`config.mk`:
```
export PLATFORM = sky130hd
export DESIGN_NAME = mem_lane_if
export DESIGN_NICKNAME = d
export VERILOG_FILES = /design/src/rtl/mem_lane_if.sv
export SDC_FILE = /design/constraint.sdc
export NUM_CORES = 1
export LEC_CHECK = 0
export ABC_AREA = 0
export CORE_MARGIN = 2
export CORE_UTILIZATION = 23
export CTS_CLUSTER_SIZE = 40
export DETAILED_ROUTE_END_ITERATION = 8
export GPL_ROUTABILITY_DRIVEN = 0
export PLACE_DENSITY = 0.77
export SYNTH_ARGS = -nofsm -noshare
export SYNTH_HDL_FRONTEND = slang
export SYNTH_SLANG_ARGS = --single-unit
```
`constraint.sdc`:
```
create_clock -name clk -period 2.2 [get_ports clk]
set_input_delay 0.66 -clock clk [delete_from_list [all_inputs] [get_ports clk]]
set_output_delay 0.66 -clock clk [all_outputs]
set_load 0.005 [all_outputs]
```
`src/rtl/mem_lane_if.sv`:
```
module mem_lane_if #(
  parameter int ADDR_W      = 32,
  parameter int BACKED_LOG2 = 20
) (
  input  logic                  clk,
  input  logic                  rst_n,
  input  logic                  req_valid,
  input  logic                  req_store,
  input  logic                  req_byte,
  input  logic [ADDR_W-1:0]     req_addr,
  input  logic [31:0]           req_wdata,
  output logic                  mem_en,
  output logic [BACKED_LOG2-3:0] mem_word_addr,
  output logic [3:0]            mem_we,
  output logic [31:0]           mem_wdata,
  input  logic [31:0]           mem_rdata,
  output logic                  ld_valid,
  output logic [31:0]           ld_data
);
  localparam int LANES = 4;

  logic             in_range;
  logic [1:0]       lane;
  logic [LANES-1:0] lane_mask;
  logic             is_load;

  logic       pend_q;
  logic       byte_q;
  logic       hit_q;
  logic [1:0] lane_q;
  logic [7:0] picked;

  assign in_range  = ~|req_addr[ADDR_W-1:BACKED_LOG2];
  assign lane      = req_addr[1:0];
  assign lane_mask = LANES'(1) << lane;
  assign is_load   = req_valid & ~req_store;

  assign mem_en        = req_valid & in_range;
  assign mem_word_addr = req_addr[BACKED_LOG2-1:2];
  assign mem_we        = (mem_en & req_store) ? (req_byte ? lane_mask : {LANES{1'b1}}) : '0;
  assign mem_wdata     = req_byte ? {LANES{req_wdata[7:0]}} : req_wdata;

  always_ff @(posedge clk) begin
    if (!rst_n) begin
      pend_q <= 1'b0;
      byte_q <= 1'b0;
      hit_q  <= 1'b0;
      lane_q <= 2'd0;
    end else begin
      pend_q <= is_load;
      if (is_load) begin
        byte_q <= req_byte;
        hit_q  <= in_range;
        lane_q <= lane;
      end
    end
  end

  assign picked   = mem_rdata[lane_q*8 +: 8];
  assign ld_valid = pend_q;
  assign ld_data  = !hit_q ? 32'h0 :
                    byte_q ? {{24{picked[7]}}, picked} : mem_rdata;
endmodule


```
# After elaboration in Yosys (flattened, before gate mapping)
# Index checks and enable logic that the tools add are counted.
[op_classes]
reduce_logical = 2
muxes = 5
shifts = 2
bitwise = 4
[op_table]
columns = ["operator", "count"]
rows = [
  ["2-to-1 mux 32 bit", 3],
  ["variable part select 32 x 6 -> 8 bit", 1],
  ["OR reduction 12 bit", 1],
  ["2-to-1 mux 4 bit", 2],
  ["<< shifter 1 x 2 -> 4 bit, first input constant", 1],
  ["AND 1 bit", 3],
  ["logical NOT 1 bit", 1],
  ["NOT 1 bit", 1],
]
[totals]
ff_bits = 5
output_inout_bits = 88

# Logic depth before layout (Yosys ltp)
# Gate-level depths: netlist of the first run.
[logic_depth]
word_depth = 5
mapped_depth = 5
depth_no_buf = 3

# Least setup slack after synthesis of the first run
# Ideal clock, no wire load.
[synth_timing]
kind = "input -> output"
startpoint = "input port req_addr[25]"
endpoint = "output port mem_we[1]"
cell_stages = 3
path_slack_ns = 0.059
arrival_ns = 1.481
path_buffers = 0
cell_sequence = "nor4_1 -> nand4_1 -> a211oi_1"
[synth_via]
elab_chain_len = 5
[synth_lines]
columns = ["element", "line_no", "rtl"]
rows = [
  ["start, declared", "10", "input logic [ADDR_W-1:0] req_addr,"],
  ["OR reduction 12 bit", "33", "assign in_range = ~|req_addr[ADDR_W-1:BACKED_LOG2];"],
  ["logical NOT 1 bit", "33", ""],
  ["AND 1 bit", "38", "assign mem_en = req_valid & in_range;"],
  ["AND 1 bit", "40", "assign mem_we = (mem_en & req_store) ? (req_byte ? lane_mask : {LANES{1'b1}}) : '0;"],
  ["2-to-1 mux 4 bit", "40", ""],
  ["end, declared", "14", "output logic [3:0] mem_we,"],
]
# Every way passes these cells.

# Final worst setup path of the first run
[layout_timing]
startpoint = "input port req_addr[22]"
endpoint = "output port mem_we[2]"
# Same word-level chain as after synthesis.

==> metrics, run 1 <==
status=finished with violations; failing checks=negative setup slack; Synthesized Nets=291; sequential share of power=15.5%; Tot GR Track Use=21.29%; Cell variety after synth=28; Max Cap Viol=0; count of state elements after synthesis=5; fin area=2963 um2; sw frac=29.06%; CP Launch Type=primary input; WL/cell=15.36 um; fraction of layout cells with a size suffix above 1=45.00%; # diodes=0; Power Density=216.1 nW/um2; buffers plus inverters on the worst setup path=3; drt first pass iters=4; remaining global-route overflow=0; largest net degree at the start of global routing=17; crit path from=req_addr[22]; CTS clock-pin slew for the worst setup and hold paths=0.04 ns; LEAKAGE=1.767 nW; number of global-route vias before repair=2133; FP Rows=26; clock share of power=26.9%; reg2reg start=hit_q; total CTS buffers=3; Design Power=640.2 uW; Slew Limit Fails=0; initial core utilization=24.12%; TritonCTS clock tree=done; fin crit share=106.4%; Worst Path Required=1.54 ns; DRT iter0 DRCs=53; CP peak stage delay=0.32 ns; Worst Path Max Fanout=5; number of clock sinks=5; clk root buf=clkbuf_8; Max Clk Rate=427.2 MHz; synthesized instance count=190; Vias=2003; die height=77.43 um; Detail Placement HPWL=4422 um; crit-path cells=buf_6 -> nor4_4 -> nand4_1 -> buf_6 -> a211oi_2 -> buf_2; critical path's slowest cell=nor4_4; Post-DRT Antenna Nets=0; H-tree depth=1; Slew Limit Headroom=73.86%; initial antenna violation count=0; Port Buf Inserts=152; worst-margin pin slew=0.3912 ns; Hold Vio Cnt, Final=0; CTS Hold Bufs=0; Final Setup Violations=31; first-pass GRT wire length=10510 um; min Tclk post-route=2.341 ns; vias per cell=4.658; Die Area=5995 um2; Final WS setup=-0.1407 ns; Post-Syn Area=1240 um2; Setup TNS=-1.551 ns; synthesized area per cell=6.526 um2; core area=5140 um2; Ys Warns=0; dpl ws=-1.000 ns; Internal Power=454.1 uW; width of the die=77.43 um; endpoint class of the critical path=output pin; worst hold path startpoint=byte_q; WL final=6605 um; DRC=0; Layout area overhead=139.0%; Nets=462; Worst EP arrival=1.68 ns; Setup Skew=0 ns; Max IR drop VDD=0.1319 mV; IO Pins=189; Cell Area, Placed=2819 um2; top cell family by delay on the critical path=simple AND/OR/NAND/NOR gates; RSZ-0062 raised after global routing=true; cell mode on critical path=buf_6; Seq/Total Area, Yosys=8.073%; clock insertion delay at the later pin of the skew report=0.22 ns; Net Sw Power=186.0 uW; maximum clock path buffer count=2; combinational share of power=57.6%; critical path class=in -> out; Hold Path Class=reg -> reg
sequential cells by signal, summed over array words and instances, names as in the netlist:
register  cells
ld_valid      1
byte_q        1
lane_q        2
hit_q         1
power groups by stage:
stage | sequential (mW) | clock [mW] | combinational (mW)
4_1_cts | 0.0990 | 0.171 | 0.366
2_1_floorplan | 0.0977 | 0 | 0.120
3_5_place_dp | 0.100 | 0 | 0.362
6_report | 0.0994 | 0.172 | 0.368
5_1_grt | 0.0997 | 0.181 | 0.396
3_3_place_gp | 0.100 | 0 | 0.360
cell usage after synthesis:
| cell | n | area (um2) |
|---|---|---|
| buf_1 | 1 | 3.750 |
| buf_6 | 3 | 33.78 |
| a211oi_1 | 3 | 22.52 |
| a21o_1 | 25 | 187.7 |
| nand2_1 | 12 | 45.04 |
| buf_4 | 26 | 195.2 |
| nand2b_1 | 2 | 12.51 |
| inv_1 | 27 | 101.4 |
| o21ai_0 | 29 | 145.1 |
| o22ai_1 | 7 | 43.79 |
| nor4_1 | 3 | 18.77 |
| nor2b_1 | 5 | 31.28 |
| a41o_1 | 1 | 10.01 |
| dfxtp_1 | 5 | 100.1 |
| o22ai_2 | 1 | 12.51 |
| o21a_1 | 2 | 15.01 |
| clkbuf_1 | 4 | 15.01 |
| nand3b_1 | 2 | 15.01 |
| and2_1 | 1 | 6.260 |
| nand3_1 | 1 | 5.000 |
| nor2_1 | 6 | 22.52 |
| o221ai_1 | 2 | 17.52 |
| buf_2 | 6 | 30.03 |
| a21oi_1 | 2 | 10.01 |
| mux2i_1 | 5 | 50.05 |
| nor3_1 | 1 | 5.000 |
| mux2_2 | 7 | 78.83 |
| nand4_1 | 1 | 6.260 |
cells in the final DEF, fill, tap and decap left out, types with 2 or more instances in the layout:
master / n
o21a_1: 2
nor2_1: 6
nand2b_1: 2
nand3b_1: 2
clkdlybuf4s15_1: 4
buf_2: 48
dlygate4sd2_1: 24
mux2_4: 6
o22ai_2: 6
mux2i_4: 2
a21o_1: 25
buf_12: 3
dfxtp_1: 4
dlymetal6s2s_1: 4
o21ai_0: 21
clkdlybuf4s50_1: 43
inv_1: 26
clkdlybuf4s15_2: 2
buf_6: 16
o21ai_1: 7
o22ai_1: 2
a211oi_2: 3
mux2i_1: 3
clkbuf_8: 3
buf_4: 43
nand2_1: 11
nor2b_1: 5
clkbuf_2: 17
nor4_4: 3
a21oi_1: 2
o221ai_2: 2
stage by stage:
step,hold WS [ns],cells,util (%)
after floorplan,0.5467,190,-
after global placement,0.6627,400,54.84
after detailed placement,0.6742,400,54.84
after CTS,0.6946,427,58.59
after global routing,0.7769,430,57.64
final,0.7347,430,57.64
layout make-up:
type	instances	area, um2
Fill cell	486	2177
Timing Repair Buffer	206	1702
Multi-Input combinational cell	118	923.4
Sequential cell	5	103.9
Inverter	27	101.3
Tap cell	70	87.58
Clock buffer	4	45.04
final timing paths:
check	slack, ns	to	depth (start not counted)
worst min register to register	0.73	byte_q	3
worst min-delay path	0.73	byte_q	3
worst max-delay path	-0.14	mem_we[2]	6
worst max register to register	1.27	hit_q	4
kinds of logic (layout without fill, tap and decap cells):
| kind of cell | Yosys count | count (layout) | share of synthesized area (%) |
|---|---|---|---|
| AOI/OAI and AO/OA | 72 | 72 | 37.44 |
| buffers and inverters | 67 | 237 | 30.57 |
| DFF | 5 | 5 | 8.073 |
| muxes | 12 | 12 | 10.39 |
| and+or+nand+nor | 34 | 34 | 13.52 |
worst reg2reg max path, stage by stage, from the launching register on:
cell	delay [ns]
dfxtp_1	0.35
buf_4	0.17
nand2_1	0.06
nor2_1	0.05
a41o_1	0.20
routing by layer:
layer / share of wire [%] / vias up / global-route usage (%) / routed length [um]
li1: - / 967 / - / -
met1: 39 / 914 / 23.56 / 2550
met2: 53 / 104 / 40.43 / 3504
met3: 6.1 / 18 / 3.953 / 406
met4: 2.2 / 0 / 6.964 / 144
met5: 0 / - / 0 / 0
timing repair:
item,CTS,global route
gates resized for setup,332,53
buffers inserted,20,4
endpoints found under the hold margin,0,0
gates cloned,3,1
pin swaps,15,3
endpoints found under the setup margin,69,57
No activity file was read; power rests on OpenSTA's default activity.
==> run 2, diff against run 1 <==
CTS_CLUSTER_DIAMETER = 120   (was unset)
REMOVE_ABC_BUFFERS = 1   (was unset)
==> run 2 against run 1 <==
- the run still ends with negative setup slack left
- final cell count is 1.9% lower
- count of clock-buffer cells in the layout stayed put
- via count is 3.8% lower
- clock power hardly changed
- sequential power hardly changed
- power is 2.9% lower
- routed wire length is 0.82% lower
- die area stayed put
- register-to-register slack better by 0.13 ns
- critical path type unchanged
==> metrics, run 2 (synthesis results as in run 1) <==
worst-margin pin slew=0.2826 ns (-0.1087 ns); Worst Path Required=1.54 ns (about the same); RSZ-0062 raised after global routing=true; FP Rows=26 (unchanged); critical path class=in -> out; fraction of layout cells with a size suffix above 1=43.18% (-1.8 points); # fillers=544 (+12%); dpl ws=-1.056 ns (-0.05521 ns); clk root buf=clkbuf_8; Hold Vio Cnt, Final=0 (unchanged); met3 GRT Util=10.47% (+6.5 points); DRC=0 (unchanged); fin area=2885 um2 (-2.6%); Final Setup Violations=29 (-6.5%); Placed Cells=395 (-1.3%); number of global-route vias before repair=2031 (-4.8%); Die Area=5995 um2 (unchanged); Top reg by flops=lane_q; Detail Placement HPWL=4954 um (+12%); first-pass GRT wire length=10260 um (-2.4%); fin crit share=109.1% (+2.7 points); TritonCTS clock tree=done; failing checks=negative setup slack; clock insertion delay at the later pin of the skew report=0.22 ns (about the same); Slew Limit Fails=0 (unchanged); crit path from=req_addr[26]; # diodes=0 (unchanged); maximum clock path buffer count=2 (unchanged); Slew Limit Headroom=81.16% (+7.3 points); WL final=6551 um (-0.82%); M1 GR Usage=22.70% (-0.86 points); width of the die=77.43 um (unchanged); commonest non-fill, non-tap cell in the layout=buf_2; core area=5140 um2 (unchanged); initial antenna violation count=0 (unchanged); Setup Skew=0 ns (unchanged); endpoint class of the critical path=output pin; total CTS buffers=3 (unchanged); IO Pins=189 (unchanged); Layout area overhead=132.7%; CTS clock-pin slew for the worst setup and hold paths=0.04 ns (about the same); drt first pass iters=4 (unchanged); Cell Area, Placed=2769 um2 (-1.8%); Hold Path Class=reg -> reg; max FFs per register=2 (unchanged); largest net degree at the start of global routing=20 (+3); Worst EP arrival=1.74 ns (+0.06 ns); vias per cell=4.566 (-2.0%); initial core utilization=24.12% (unchanged); Setup TNS=-0.9867 ns (+0.5644 ns); Max IR drop VDD=0.1211 mV (-8.2%); reg2reg start=lane_q[0]; number of clock sinks=5 (unchanged); Vias=1927 (-3.8%); DRT iter0 DRCs=53 (unchanged); LEAKAGE=1.691 nW (-4.3%); Tot GR Track Use=21.28% (about the same); H-tree depth=1 (unchanged); Design Power=621.6 uW (-2.9%); CP Launch Type=primary input; commonest cells after routing, fill and taps aside=buf_2, clkdlybuf4s50_1, buf_4, inv_1; Post-DRT Antenna Nets=0 (unchanged); WL/cell=15.52 um (+1.1%); global route hottest layer=met2; Nets=454 (-1.7%); Max Cap Viol=0 (unchanged); worst hold path startpoint=lane_q[1]; remaining global-route overflow=0 (unchanged); Final WS setup=-0.1994 ns (-0.05874 ns); Max Clk Rate=416.8 MHz (-2.4%); min Tclk post-route=2.399 ns (+0.05874 ns); die height=77.43 um (unchanged); status=finished with violations; Power Density=215.4 nW/um2 (-0.29%); met2 usage=37.39% (-3.0 points); Worst Path Max Fanout=3 (-2); fin cells=422 (-1.9%); Port Buf Inserts=152 (unchanged)
[run 2: cell count changes in the layout (fill, tap and decap cells not counted), moves of 3 or more]
cell             delta
buf_4               -7
clkdlybuf4s50_1     +4
clkdlybuf4s15_1     -3
o21ai_0             +3
[run 2: per-layer routing]
metal | vias to the layer above | routed length (um)
met5 | - | 60
met4 | 2 | 56
met3 | 8 | 766
met2 | 108 | 3216
met1 | 860 | 2451
li1 | 949 | -
[run 2: worst paths after layout]
| check | slack (ns) | cells after the start | to |
|---|---|---|---|
| setup / recovery | -0.20 | 6 | mem_we[3] |
| hold / removal | 0.57 | 2 | lane_q[1] |
| setup reg to reg | 1.40 | 3 | lane_q[0] |
| hold reg to reg | 0.57 | 2 | lane_q[1] |
[run 2: stage by stage]
step | utilization (%) | hold WS, ns
after floorplan | - | 0.5466
after global placement | 53.87 | 0.5479
after detailed placement | 53.87 | 0.5670
after CTS | 56.16 | 0.5717
after global routing | 56.13 | 0.6152
final | 56.13 | 0.5668
[run 2: final cells by class]
type	instances	area [um2]	share of cell area, %
Timing Repair Buffer	198	1628	56.42
Multi-Input combinational cell	118	919.6	31.87
Tap cell	70	87.58	3.036
Inverter	27	101.3	3.513
Clock buffer	4	45.04	1.561
Sequential cell	5	103.9	3.599
[run 2: worst max-delay path, stage by stage]
cell	delay, ns
buf_6	0.10
nor4_4	0.29
nand4_1	0.18
buf_4	0.19
a211oi_2	0.18
buf_2	0.14
[run 2: report_power, final]
| part | internal [mW] | total [mW] | switching (mW) |
|---|---|---|---|
| clock network | 0.125 | 0.175 | 0.0503 |
| registers | 0.0941 | 0.0991 | 0.00499 |
| logic | 0.223 | 0.347 | 0.124 |
| total | 0.442 | 0.622 | 0.179 |
[run 2: timing repair]
item                                    4_1_cts  5_1_grt
endpoints found under the setup margin       69       53
pin swaps                                    12        7
buffers inserted                             18        2
cloned                                        3        1
hold buffers                                  0        0
gates resized for setup                     318       56
==> run 3, diff against run 2 <==
CORE_UTILIZATION = 25   (was 23)
GPL_ROUTABILITY_DRIVEN = unset   (was 0)
PLACE_DENSITY = 0.83   (was 0.77)
TNS_END_PERCENT = 100   (was unset)
clock period = 3.1 ns   (was 2.2 ns; I/O delays follow)
==> run 3 against run 2 <==
- the flow now finishes without violations
- core utilization up 6.0 points
- cell area up 2.3%
- setup slack better by 0.23 ns
- power shrank 28%
- count of clock-buffer cells in the layout unchanged
- first-iteration DRC count grew 9.4%
- routed wire length grew 0.64%
- register-to-register slack gained 0.87 ns
- critical path depth is the same
- clock power fell by 31%
- clock skew stayed put
- global-route usage grew 1.1 points
- largest cell class unchanged
==> metrics, run 3 (synthesis results as in run 1) <==
CTS clock-pin slew for the worst setup and hold paths=0.03 ns (about the same); WL/cell=16.24 um (+4.6%); remaining global-route overflow=0 (unchanged); Worst Path Max Fanout=5 (+2); LEAKAGE=1.662 nW (-1.7%); Hold Vio Cnt, Final=0 (unchanged); clk root buf=clkbuf_8; die height=74.43 um (-3.9%); Net Sw Power=118.9 uW (-34%); Worst EP arrival=2.14 ns (+0.40 ns); # diodes=0 (unchanged); first-pass GRT wire length=9466 um (-7.7%); CTS Hold Bufs=0 (unchanged); Final WS setup=0.03487 ns (+0.2343 ns); FP Rows=25 (-3.8%); Slew Limit Headroom=70.54% (-11 points); Tot GR Track Use=22.38% (+1.1 points); Detail Placement HPWL=4827 um (-2.6%); vias per cell=4.766 (+4.4%); IO Pins=189 (unchanged); Max Clk Rate=326.3 MHz; fin crit share=98.88%; Top reg by flops=lane_q; Layout area overhead=138.1%; initial antenna violation count=0 (unchanged); Worst Path Required=2.17 ns (+0.63 ns); drt first pass iters=4 (unchanged); core area=4755 um2 (-7.5%); Max IR drop VDD=0.1027 mV (-15%); commonest non-fill, non-tap cell in the layout=clkdlybuf4s50_1; fin cells=406 (-3.8%); Post-DRT Antenna Nets=0 (unchanged); dpl ws=-0.7398 ns (+0.3158 ns); WL final=6593 um (+0.64%); worst-margin pin slew=0.4410 ns (+0.1585 ns); commonest cells after routing, fill and taps aside=clkdlybuf4s50_1, o21ai_0, inv_1, a21o_1, buf_4; Vias=1935 (+0.42%); H-tree depth=1 (unchanged); combinational share of power=57.0% (+1.1 points); largest net degree at the start of global routing=25 (+25%); endpoint class of the critical path=output pin; number of global-route vias before repair=2027 (-0.20%); WHS=0.6062 ns (+0.03943 ns); maximum clock path buffer count=2 (unchanged); Internal Power=327.8 uW (-26%); Port Buf Inserts=152 (unchanged); GP Congestion=0.7625; Die Area=5539 um2 (-7.6%); total CTS buffers=3 (unchanged); min Tclk post-route=3.065 ns; DRT iter0 DRCs=58 (+9.4%); Setup Skew=0 ns (unchanged); Util after Layout=62.11% (+6.0 points); TritonCTS clock tree=done; Max Cap Viol=0 (unchanged); CP Launch Type=primary input; Hold Path Class=reg -> reg; number of clock sinks=5 (unchanged); sequential share of power=15.9% (about the same); DRC=0 (unchanged); Power Density=151.3 nW/um2 (-30%); # fillers=422 (-22%); status=complete, no violations; clock insertion delay at the later pin of the skew report=0.22 ns (about the same); initial core utilization=26.08% (+2.0 points); max FFs per register=2 (unchanged); Placed Cells=386 (-2.3%); fraction of layout cells with a size suffix above 1=21.83% (-21 points); sw frac=26.62% (-2.2 points); Design Power=446.8 uW (-28%); width of the die=74.43 um (-3.9%); critical path class=in -> out; clock share of power=27.1% (-1.1 points); Final Setup Violations=0 (-100%); Nets=441 (-2.9%); Slew Limit Fails=0 (unchanged)
-- run 3: cell count changes in the layout (fill, tap and decap cells not counted), moves of 6 or more --
cell,previous run,this run
buf_6,16,5
clkdlybuf4s50_1,47,88
dlymetal6s2s_1,2,12
clkdlybuf4s15_1,1,15
buf_4,36,24
buf_2,48,7
dlygate4sd2_1,25,18
clkbuf_2,18,12
-- run 3: path summary, 6_finish.rpt --
kind	startpoint	endpoint	slack, ns	cells after the start
max	req_addr[20]	mem_we[0]	0.03	6
min	lane_q[1]	lane_q[1]	0.61	2
max reg2reg	hit_q	hit_q	2.27	3
min reg2reg	lane_q[1]	lane_q[1]	0.61	2
-- run 3: timing repair --
item | CTS | global route
endpoints found under the setup margin | 61 | 44
setup buffers | 9 | 3
endpoints found under the hold margin | 0 | 0
resized for setup | 108 | 38
pin swaps | 5 | 9
gates cloned | 4 | 0
-- run 3: final cells by class --
class / count / area (um2) / area share [%]
sequential: 5 / 100.1 / 3.390
tap: 67 / 83.83 / 2.839
multi-input combinational: 118 / 839.6 / 28.43
timing repair buffer: 185 / 1783 / 60.38
clock buffer: 4 / 45.04 / 1.525
inverter: 27 / 101.3 / 3.432
-- run 3: metrics by stage --
stage | area (um2) | TNS [ns]
3_3_place_gp | 2708 | -15.32
3_5_place_dp | 2708 | -17.29
5_1_grt | 2953 | -0.05520
6_report | 2953 | 0
2_1_floorplan | 962.2 | 0
4_1_cts | 2940 | -0.5971
-- run 3: worst max-delay path, stage by stage --
cell and delay, ns:
dlygate4sd2_1 0.24, nor4_2 0.36, nand4_1 0.17, buf_6 0.16
nor3_2 0.14, buf_2 0.14
-- run 3: metal layers --
layer,vias to the layer above,global-route usage [%],wire length [um]
li1,927,-,-
met1,870,22.60,2371
met2,128,40.22,3224
met3,10,12.87,916
met4,0,4.563,80
met5,-,0,0
-- run 3: power by group through the flow --
stage	sequential [mW]	clock, mW	combinational (mW)
6_report	0.0710	0.121	0.255
5_1_grt	0.0715	0.127	0.274
4_1_cts	0.0709	0.122	0.253
3_5_place_dp	0.0719	0	0.246
3_3_place_gp	0.0719	0	0.244
2_1_floorplan	0.0724	0	0.0471
